File: config.mk
export PLATFORM = sky130hd
export DESIGN_NAME = hpc_bank
export DESIGN_NICKNAME = d
export VERILOG_FILES = /design/src/rtl/hpc_pkg.sv /design/src/rtl/hpc_filter.sv /design/src/rtl/hpc_slot.sv /design/src/rtl/hpc_irq.sv /design/src/rtl/hpc_bank.sv
export SDC_FILE = /design/constraint.sdc
export NUM_CORES = 1
export LEC_CHECK = 0
export BUFFER_PORTS_ARGS = -buffer_cell sky130_fd_sc_hd__buf_2
export CAP_MARGIN = 20
export CORE_ASPECT_RATIO = 1.1
export CORE_UTILIZATION = 40
export DETAILED_ROUTE_END_ITERATION = 6
export HOLD_SLACK_MARGIN = 0.02
export SLEW_MARGIN = 0
export SYNTH_ARGS = -nofsm -noshare
export SYNTH_HDL_FRONTEND = slang
export SYNTH_SLANG_ARGS = --single-unit
File: constraint.sdc
create_clock -name clk -period 3.3 [get_ports clk]
set_clock_uncertainty 0.15 [all_clocks]
set_input_delay 0.165 -clock clk [delete_from_list [all_inputs] [get_ports clk]]
set_output_delay 0.165 -clock clk [all_outputs]
set_load 0.01 [all_outputs]
File: src/rtl/hpc_pkg.sv
package hpc_pkg;
  timeunit 1ns;
  timeprecision 1ps;

  localparam logic [1:0] MODE_U = 2'b00;
  localparam logic [1:0] MODE_S = 2'b01;
  localparam logic [1:0] MODE_M = 2'b11;

  // per-slot filter field, bit5 down to bit0
  typedef struct packed {
    logic ovf;
    logic m_off;
    logic s_off;
    logic u_off;
    logic vs_off;
    logic vu_off;
  } evc_t;
endpackage

File: src/rtl/hpc_filter.sv
module hpc_filter
  import hpc_pkg::*;
(
  input  logic [1:0] priv,
  input  logic       virt,
  input  evc_t       ctl,
  output logic       allow
);
  timeunit 1ns;
  timeprecision 1ps;

  always_comb begin
    case (priv)
      MODE_M:  allow = !ctl.m_off;
      MODE_S:  allow = virt ? !ctl.vs_off : !ctl.s_off;
      MODE_U:  allow = virt ? !ctl.vu_off : !ctl.u_off;
      default: allow = 1'b1;
    endcase
  end
endmodule

File: src/rtl/hpc_slot.sv
module hpc_slot
  import hpc_pkg::*;
#(
  parameter int CTR_W  = 64,
  parameter int IDX_W  = 5,
  parameter int MY_IDX = 3
) (
  input  logic             clk,
  input  logic             rst,
  input  logic             xlen32,
  input  logic [1:0]       priv,
  input  logic             virt,
  input  logic             pulse,
  input  logic             inh_bit,
  input  logic [1:0]       cnt_wr,
  input  logic [IDX_W-1:0] cnt_widx,
  input  logic [CTR_W-1:0] cnt_wdata,
  input  logic             evc_we,
  input  logic [IDX_W-1:0] evc_widx,
  input  evc_t             evc_wdata,
  output logic [CTR_W-1:0] cnt_q,
  output logic             of_q,
  output logic             wrap_new
);
  timeunit 1ns;
  timeprecision 1ps;

  localparam int HALF_W = CTR_W / 2;
  localparam logic [IDX_W-1:0] MY_SEL = IDX_W'(MY_IDX);

  evc_t              ctl_q, ctl_d;
  logic [CTR_W-1:0]  cnt_d;
  logic [HALF_W-1:0] lo, hi;
  logic              allow, inc_ok, cnt_hit, evc_hit, wrap;

  assign lo      = cnt_q[HALF_W-1:0];
  assign hi      = cnt_q[CTR_W-1:HALF_W];
  assign cnt_hit = (cnt_widx == MY_SEL) && (cnt_wr != 2'b00);
  assign evc_hit = evc_we && (evc_widx == MY_SEL);
  assign inc_ok  = pulse && !inh_bit && allow;
  assign of_q    = ctl_q.ovf;

  hpc_filter u_filter (
    .priv  (priv),
    .virt  (virt),
    .ctl   (ctl_q),
    .allow (allow)
  );

  always_comb begin
    cnt_d = cnt_q;
    wrap  = 1'b0;
    if (cnt_hit) begin
      if (cnt_wr[0]) cnt_d[HALF_W-1:0]     = cnt_wdata[HALF_W-1:0];
      if (cnt_wr[1]) cnt_d[CTR_W-1:HALF_W] = cnt_wdata[CTR_W-1:HALF_W];
    end else if (inc_ok) begin
      if (!xlen32) begin
        if (&cnt_q) begin
          cnt_d = '0;
          wrap  = 1'b1;
        end else begin
          cnt_d = cnt_q + 1'b1;
        end
      end else if (&lo) begin
        if (&hi) begin
          cnt_d = '0;
          wrap  = 1'b1;
        end else begin
          cnt_d = {hi + 1'b1, lo};
        end
      end else begin
        cnt_d = {hi, lo + 1'b1};
      end
    end
  end

  always_comb begin
    ctl_d = ctl_q;
    if (evc_hit)   ctl_d = evc_wdata;
    else if (wrap) ctl_d.ovf = 1'b1;
  end

  assign wrap_new = wrap && !ctl_q.ovf;

  always_ff @(posedge clk) begin
    if (rst) begin
      cnt_q <= '0;
      ctl_q <= '0;
    end else begin
      cnt_q <= cnt_d;
      ctl_q <= ctl_d;
    end
  end


  inh_hold_chk: assert property (@(posedge clk) disable iff (rst)
    (pulse && inh_bit && !cnt_hit) |=> $stable(cnt_q));


  wrap64_chk: assert property (@(posedge clk) disable iff (rst)
    (!xlen32 && pulse && !inh_bit && allow && !cnt_hit && !evc_hit && (&cnt_q))
    |=> (cnt_q == '0) && of_q);


  half_chk: assert property (@(posedge clk) disable iff (rst)
    (xlen32 && inc_ok && !cnt_hit && !(&lo)) |=> (cnt_q[CTR_W-1:HALF_W] == $past(hi)));


  of_sticky_chk: assert property (@(posedge clk) disable iff (rst)
    (of_q && !evc_hit) |=> of_q);


  wr_prio_chk: assert property (@(posedge clk) disable iff (rst)
    ((cnt_wr == 2'b11) && (cnt_widx == MY_SEL)) |=> (cnt_q == $past(cnt_wdata)));
endmodule

File: src/rtl/hpc_irq.sv
module hpc_irq #(
  parameter int N = 4
) (
  input  logic         clk,
  input  logic         rst,
  input  logic [N-1:0] set_vec,
  input  logic         clr,
  output logic         pend
);
  timeunit 1ns;
  timeprecision 1ps;

  always_ff @(posedge clk) begin
    if (rst)           pend <= 1'b0;
    else if (|set_vec) pend <= 1'b1;
    else if (clr)      pend <= 1'b0;
  end


  irq_set_chk: assert property (@(posedge clk) disable iff (rst)
    (|set_vec) |=> pend);


  irq_hold_chk: assert property (@(posedge clk) disable iff (rst)
    (pend && !clr) |=> pend);
endmodule

File: src/rtl/hpc_bank.sv
module hpc_bank
  import hpc_pkg::*;
#(
  parameter int NUM_CTR = 4,
  parameter int CTR_W   = 64,
  parameter int IDX_W   = 5
) (
  input  logic                     clk,
  input  logic                     rst,
  input  logic                     xlen32,
  input  logic [1:0]               priv_mode,
  input  logic                     virt_on,
  input  logic [NUM_CTR-1:0]       evt_pulse,
  input  logic                     inh_we,
  input  logic [NUM_CTR+2:0]       inh_wdata,
  input  logic [1:0]               cnt_wr,
  input  logic [IDX_W-1:0]         cnt_widx,
  input  logic [CTR_W-1:0]         cnt_wdata,
  input  logic                     evc_we,
  input  logic [IDX_W-1:0]         evc_widx,
  input  logic [5:0]               evc_wdata,
  input  logic                     irq_clr,
  output logic [NUM_CTR*CTR_W-1:0] cnt_val,
  output logic [NUM_CTR-1:0]       ovf_flag,
  output logic                     irq_pend
);
  timeunit 1ns;
  timeprecision 1ps;

  localparam int BASE = 3;

  logic [NUM_CTR-1:0] inh_q;
  logic [NUM_CTR-1:0] wrap_new;
  logic               unused_inh;

  assign unused_inh = ^inh_wdata[BASE-1:0];

  always_ff @(posedge clk) begin
    if (rst)         inh_q <= '0;
    else if (inh_we) inh_q <= inh_wdata[BASE +: NUM_CTR];
  end

  for (genvar k = 0; k < NUM_CTR; k++) begin : g_slot
    hpc_slot #(
      .CTR_W  (CTR_W),
      .IDX_W  (IDX_W),
      .MY_IDX (BASE + k)
    ) u_slot (
      .clk       (clk),
      .rst       (rst),
      .xlen32    (xlen32),
      .priv      (priv_mode),
      .virt      (virt_on),
      .pulse     (evt_pulse[k]),
      .inh_bit   (inh_q[k]),
      .cnt_wr    (cnt_wr),
      .cnt_widx  (cnt_widx),
      .cnt_wdata (cnt_wdata),
      .evc_we    (evc_we),
      .evc_widx  (evc_widx),
      .evc_wdata (evc_wdata),
      .cnt_q     (cnt_val[k*CTR_W +: CTR_W]),
      .of_q      (ovf_flag[k]),
      .wrap_new  (wrap_new[k])
    );
  end

  hpc_irq #(.N(NUM_CTR)) u_irq (
    .clk     (clk),
    .rst     (rst),
    .set_vec (wrap_new),
    .clr     (irq_clr),
    .pend    (irq_pend)
  );
endmodule

# Yosys cells after proc, flatten, opt, wreduce, memory -nomap -nowiden
# Cells that the tools add are included.
[op_classes] addsub=12 n_eq_ne=26 muxes=72 reduce_logical=80
[op_table] operator="64-bit 2-to-1 mux" n=24
[op_table] operator="32-bit by 1-bit adder with 32-bit output (second input constant)" n=8
[op_table] operator="64-bit by 1-bit adder with 64-bit output (second input constant)" n=4
[op_table] operator="32-bit AND reduction" n=8
[op_table] operator="64-bit AND reduction" n=4
[op_table] operator="32-bit 2-to-1 mux" n=2
[op_table] operator="1-bit 2-to-1 mux" n=42
[op_table] operator="5-bit by 3-bit equality test with 1-bit output (second input constant)" n=6
[op_table] operator="1-bit logical NOT" n=28
[op_table] operator="3-bit AND reduction" n=8
[op_table] operator="1-bit logical AND" n=20
[op_table] operator="2-bit nonzero test" n=10
[op_table] operator="2-bit inequality test (second input constant)" n=8
[op_table] operator="4-bit by 3-bit inequality test with 1-bit output (second input constant)" n=4
[op_table] operator="3-bit by 1-bit inequality test with 1-bit output (second input constant)" n=4
[op_table] operator="1-bit case mux with 3 select lines" n=4
[op_table] operator="5-bit by 2-bit equality test with 1-bit output (second input constant)" n=2
[op_table] operator="4-bit OR reduction" n=1
[op_table] operator="2-bit by 1-bit equality test with 1-bit output (second input constant)" n=1
[op_table] operator="2-bit equality test (second input constant)" n=1
[op_table] operator="2-bit logical NOT" n=1
[totals] register_bits=285 inputBits=102 wordCells=224

# Depth between registers and ports, before layout
[depth] depth_word=9 ltp_mapped=11

# Cells and area by module
# A second synthesis with hierarchy kept.
[hier_totals] cells_unflattened=2934 hier_area_um2=21256.6
[by_module_without_submodules] module="hpc_slot (g_slot[2].u_slot ...)" instances=2 cells_each=730 area_per_inst_um2=5365.1 seq_area_each_um2=1401.3
[by_module_without_submodules] module="hpc_slot (g_slot[1].u_slot)" instances=1 cells_each=711 area_per_inst_um2=5084.9 seq_area_each_um2=1401.3
[by_module_without_submodules] module="hpc_slot (g_slot[0].u_slot)" instances=1 cells_each=722 area_per_inst_um2=5052.3 seq_area_each_um2=1401.3
[by_module_without_submodules] module="hpc_filter" instances=4 cells_each=6 area_per_inst_um2=51.3 seq_area_each_um2=0.0
[by_module_without_submodules] module="hpc_bank" instances=1 cells_each=13 area_per_inst_um2=140.1 seq_area_each_um2=80.1
[by_module_without_submodules] module="hpc_irq" instances=1 cells_each=4 area_per_inst_um2=43.8 seq_area_each_um2=20.0

# Least setup slack after synthesis
# OpenSTA, ideal clock, no wires.
[synth_timing] path_type="flip-flop to flip-flop" start="register g_slot[1].u_slot.cnt_q[0]" end="register g_slot[1].u_slot.cnt_q[31]" arrival_time_ns=2.784 setup_slack_ns=0.234 path_stages_with_launch=12 n_path_buf=3 synth_period_minus_slack_ns=3.066 cell_sequence="dfxtp_1 -> ha_1 -> nand4_4 -> or4_1 -> buf_2 -> or4_4 -> buf_6 -> nor2_1 -> nor2_1 -> buf_2 -> a221oi_1 -> nor3_1"
[synth_between] elab_chain_cells=5 word_cells_on_any_way=11
[synth_rtl] item="from (decl)" line_no="hpc_slot.sv:21" text="output logic [CTR_W-1:0] cnt_q,"
[synth_rtl] item="from (signal assigned)" line_no="hpc_slot.sv:90" text="cnt_q <= cnt_d;"
[synth_rtl] item="64-bit by 1-bit adder with 64-bit output (tied with other cells)" line_no="hpc_slot.sv:62" text="cnt_d = cnt_q + 1'b1;"
[synth_rtl] item="64-bit 2-to-1 mux (on tied branches)" line_no="hpc_slot.sv:58, hpc_slot.sv:64"
[synth_rtl] item="64-bit 2-to-1 mux" line_no="hpc_slot.sv:57" text="if (!xlen32) begin"
[synth_rtl] item="64-bit 2-to-1 mux" line_no="hpc_slot.sv:56" text="end else if (inc_ok) begin"
[synth_rtl] item="64-bit 2-to-1 mux" line_no="hpc_slot.sv:53" text="if (cnt_hit) begin"
# Parallel ways exist; a longest one is shown, timed or not. The select of a mux whose other input is x is not followed.
# A chain may end at the register's enable or synchronous reset.

# Worst setup path in the final report
[layout_timing] start="register g_slot[0].u_slot.cnt_q[0]" end="register g_slot[0].u_slot.cnt_q[51]"
[layout_between] elab_chain_cells=5 word_cells_on_any_way=9
[layout_rtl] item="from (decl)" line_no="hpc_slot.sv:21"
[layout_rtl] item="from (signal assigned)" line_no="hpc_slot.sv:90"
[layout_rtl] item="64-bit by 1-bit adder with 64-bit output / 64-bit AND reduction (equally long branches)" line_no="hpc_slot.sv:62, hpc_slot.sv:58"
[layout_rtl] item="64-bit 2-to-1 mux" line_no="hpc_slot.sv:58" text="if (&cnt_q) begin"
[layout_rtl] item="64-bit 2-to-1 mux" line_no="hpc_slot.sv:57"
[layout_rtl] item="64-bit 2-to-1 mux" line_no="hpc_slot.sv:56"
[layout_rtl] item="64-bit 2-to-1 mux" line_no="hpc_slot.sv:53"
# Parallel ways exist; a longest one is shown, timed or not. The select of a mux whose other input is x is not followed.

==> impl_summary.log <==
INFO  metric initialDrtViolationCount = ~3,200
INFO  metric criticalPathCategory = register to register
INFO  metric worstHoldPathType = primary input to register
INFO  metric tightestPinTransition = roughly 1.1 ns
INFO  metric grt_max_degree = around 80
INFO  metric max_freq = around 300 MHz
INFO  metric place.port_buffers = roughly 360
INFO  metric synth.largest_area_cell = sky130_fd_sc_hd__dfxtp_1
INFO  metric synth_warn = 0
INFO  metric totalWireLength = 111 mm
INFO  metric critical_path.reg2reg.startpoint = g_slot[0].u_slot.cnt_q[0]
INFO  metric synth_sequential_area_ratio = 28.3%
INFO  metric worst_setup_path_end_kind = register
INFO  metric dp.final_hpwl = 81.0 mm
INFO  metric power_leakage = about 10 nW
INFO  metric grt_antenna_before_repair = 3
INFO  metric ioPinCount = approximately 360
INFO  metric grt.overflow.total = 0
INFO  metric clk_transition_reported_paths = approximately 0.06 ns
INFO  metric setup.worst_path.start_class = register
INFO  metric ir_drop = 0.000423 V
INFO  metric worst_skew_pair.late_latency = around 0.56 ns
INFO  metric synth_async_sr_flop_share = 0%
INFO  metric path_cells = ha_1, nand3_1, nor4_1, buf_4, and4_1, a21oi_1, buf_4, a21oi_1, a2111oi_1
INFO  metric antenna_violating_nets_post_route = 0
INFO  metric synthesis.area = between 0.02 and 0.025 mm^2
INFO  metric cts_tree = done
INFO  metric clockBufferDepth = 3
INFO  metric hold_depth = 6
INFO  metric synth-edff-count = 0
INFO  metric timing.final.max_slew_violations = 0
INFO  metric ys_top_cells_by_area = sky130_fd_sc_hd__dfxtp_1 28%, sky130_fd_sc_hd__a21oi_1 5.9%, sky130_fd_sc_hd__nand2_1 4.8%
INFO  metric grt_pass1_vias = about 25,000
INFO  metric min_from = evc_widx[3]
INFO  metric synth_seq_cells = roughly 290
INFO  metric synth_top_cells_by_count = 285 x sky130_fd_sc_hd__dfxtp_1, 260 x sky130_fd_sc_hd__nand2_1, 260 x sky130_fd_sc_hd__nor2_1
INFO  metric rsz_0062_raised_after_global_routing = no
INFO  metric cp_data_arrival_time = 3.50 ns
INFO  metric cpPeakStageDelay = between 0.6 and 0.7 ns
INFO  metric max_slew_margin_vs_limit = ~25%
INFO  metric routed_via_density = between 6 and 7
INFO  metric max_cap_violations = 0
INFO  metric reg2reg_setup_slack = 0.04 ns
INFO  metric netlist.area_leader.share = 28.3%
INFO  metric worstHoldEndpoint = g_slot[0].u_slot.ctl_q[0]
INFO  metric worst_slack_on_hold_paths = 0.0774 ns
INFO  metric wp_data_required = 3.54 ns
INFO  metric routedWlPerCell = about 27 um
INFO  metric crit_family = compound AO/OA/AOI/OAI gates
INFO  metric htree_levels = 2
INFO  metric finalSetupViolCount = 0
INFO  metric n_fill_cell = roughly 4,900
INFO  metric area_used_by_multi_input_combinational_logic = 0.0133 mm^2
INFO  metric register_area = 0.00571 mm^2
INFO  metric dieHeight = 237 um
INFO  metric synthCells = 2,808
INFO  metric starting_density_of_the_core = 40.8%
INFO  metric global_route_wire_length_before_repair = ~160 mm
INFO  metric number_of_cells_on_the_worst_reg_to_reg_path = 9
INFO  metric preCtsSetupSlack = about 0.056 ns
INFO  metric gp_congestion = around 1.0
INFO  metric power-per-cell-area = around 360 mW/mm^2
INFO  metric finalCritPeriodShare = between 90% and 100%
INFO  metric finalWorstSetupSlack = approximately 0.036 ns
INFO  metric yosysMostFrequentCell = sky130_fd_sc_hd__dfxtp_1
INFO  metric post_synth_num_cell_types = 90
INFO  metric cts_made_buffers = 37
INFO  metric finalWorstPathRequiredPeriod = between 3 and 4 ns
INFO  metric nets = 3,480
INFO  metric cts_root_buffer = sky130_fd_sc_hd__clkbuf_16
INFO  metric clock_sink_count = between 200 and 300
INFO  metric drt_pass1_iterations = 6
INFO  metric post_route_cells_drive_above_1_share = 21.9%
INFO  metric yosys_most_used_dff = sky130_fd_sc_hd__dfxtp_1
INFO  metric grt_util_all_layers = 41.6%
INFO  metric worstPathMaxFanout = 12
INFO  metric slowest_stage = sky130_fd_sc_hd__a2111oi_1
INFO  metric rr_endpoint = g_slot[0].u_slot.cnt_q[51]
INFO  metric hold_viol = 0
INFO  metric postSynthNetCount = between 2,000 and 3,000
INFO  metric dr_total_vias = approximately 27,000
INFO  metric drc = 0
INFO  metric synth.avg_cell_area = just over 7 um^2
INFO  metric totalNegativeSetupSlack = 0 ns
INFO  metric design.die.area = slightly above 0.05 mm^2
INFO  metric cp_num_buf_inv = 2
INFO  metric area.growth.synth_to_final = 32.0%
INFO  metric design.core.area = ~0.049 mm^2
INFO  metric die_width = about 220 um
INFO  metric fp-row-count = between 80 and 90
INFO  metric status = finished, final reports clean
==> flip-flops by register name, summed over array words and instances, names as in the netlist <==
| name | flops |
|---|---|
| u_irq.pend | 1 |
| g_slot.u_slot.cnt_q | 256 |
| inh_q | 4 |
| g_slot.u_slot.ctl_q | 20 |
| g_slot.u_slot.of_q | 4 |
==> worst min-delay path, delay by kind of cell <==
kind,cells,cell delay (ns)
muxes,1,0.16
and+or+nand+nor,4,0.35
buffers and inverters,1,0.07
==> kinds of logic (layout without fill, tap and decap cells) <==
group / after synthesis / after routing / share of synthesized area, %
compound gates: 905 / 905 / 30.7
xor+xnor: 26 / 26 / 1.13
fa+ha+maj: 8 / 8 / 0.497
buf+inv: 308 / 898 / 6.01
flops: 285 / 285 / 28.3
mux: 29 / 29 / 1.51
other cells: 0 / 1 / 0
simple gates: 1247 / 1247 / 31.9
==> worst max path at each step <==
stage	from	endpoint	slack, ns	cells after the start
finish	g_slot[0].u_slot.cnt_q[0]	g_slot[0].u_slot.cnt_q[51]	0.04	9
global route	g_slot[0].u_slot.cnt_q[0]	g_slot[0].u_slot.cnt_q[44]	0.003	9
CTS	g_slot[2].u_slot.cnt_q[0]	g_slot[2].u_slot.cnt_q[50]	0.03	10
global placement	g_slot[0].u_slot.cnt_q[0]	g_slot[0].u_slot.cnt_q[51]	0.08	9
detailed placement	g_slot[2].u_slot.cnt_q[0]	g_slot[2].u_slot.cnt_q[50]	0.06	10
floorplan	g_slot[1].u_slot.cnt_q[0]	g_slot[1].u_slot.cnt_q[31]	0.23	11
==> metal layers <==
layer  up-vias  wire, um  global-route usage (%)
met4         4      8570                    29.4
met5         -        24                       0
met3       372     11000                    8.85
met2      1702     48400                    63.9
met1     12900     42700                    51.7
li1      12000         -                       -
==> where the power goes <==
part           internal (mW)  switching (mW)
combinational          0.484           0.895
clock                   2.74            1.76
sequential              3.53           0.114
==> area by class of cell <==
| class | count | area share, % |
|---|---|---|
| timing repair buffer | 722 | 18.8 |
| antenna | 1 | 0.00942 |
| inverter | 109 | 1.54 |
| sequential | 285 | 21.5 |
| multi-input combinational | 2215 | 50.2 |
| tap | 652 | 3.07 |
| clock inverter | 9 | 0.560 |
| clock buffer | 58 | 4.39 |
==> cell usage in the layout, fill, tap and decap left out, types with 115 or more instances in the layout <==
master / instances
sky130_fd_sc_hd__a21oi_1: 235
sky130_fd_sc_hd__o21ai_0: 129
sky130_fd_sc_hd__nand4_1: 115
sky130_fd_sc_hd__nand3_1: 149
sky130_fd_sc_hd__buf_2: 358
sky130_fd_sc_hd__buf_4: 245
sky130_fd_sc_hd__nor3_1: 153
sky130_fd_sc_hd__nor2_1: 257
sky130_fd_sc_hd__nand2_1: 260
sky130_fd_sc_hd__dfxtp_1: 285
==> per-stage QoR <==
step | power (mW) | instances | cell area (um^2) | util (%)
2_1_floorplan | 4.27 | 2808 | 20100 | -
3_3_place_gp | 4.94 | 3878 | 24100 | 48.9
3_5_place_dp | 4.95 | 3879 | 24200 | 48.9
4_1_cts | 9.50 | 4048 | 26500 | 53.7
5_1_grt | 9.76 | 4050 | 26600 | 53.9
6_report | 9.51 | 4051 | 26600 | 53.9
==> repair_timing <==
item | in CTS | in global routing
setup endpoints to repair | 0 | 83
resized for setup | 0 | 15
endpoints found under the hold margin | 238 | 0
setup buffers | 0 | 1
hold buffers | 102 | 0
(Power assumes the default switching activity.)
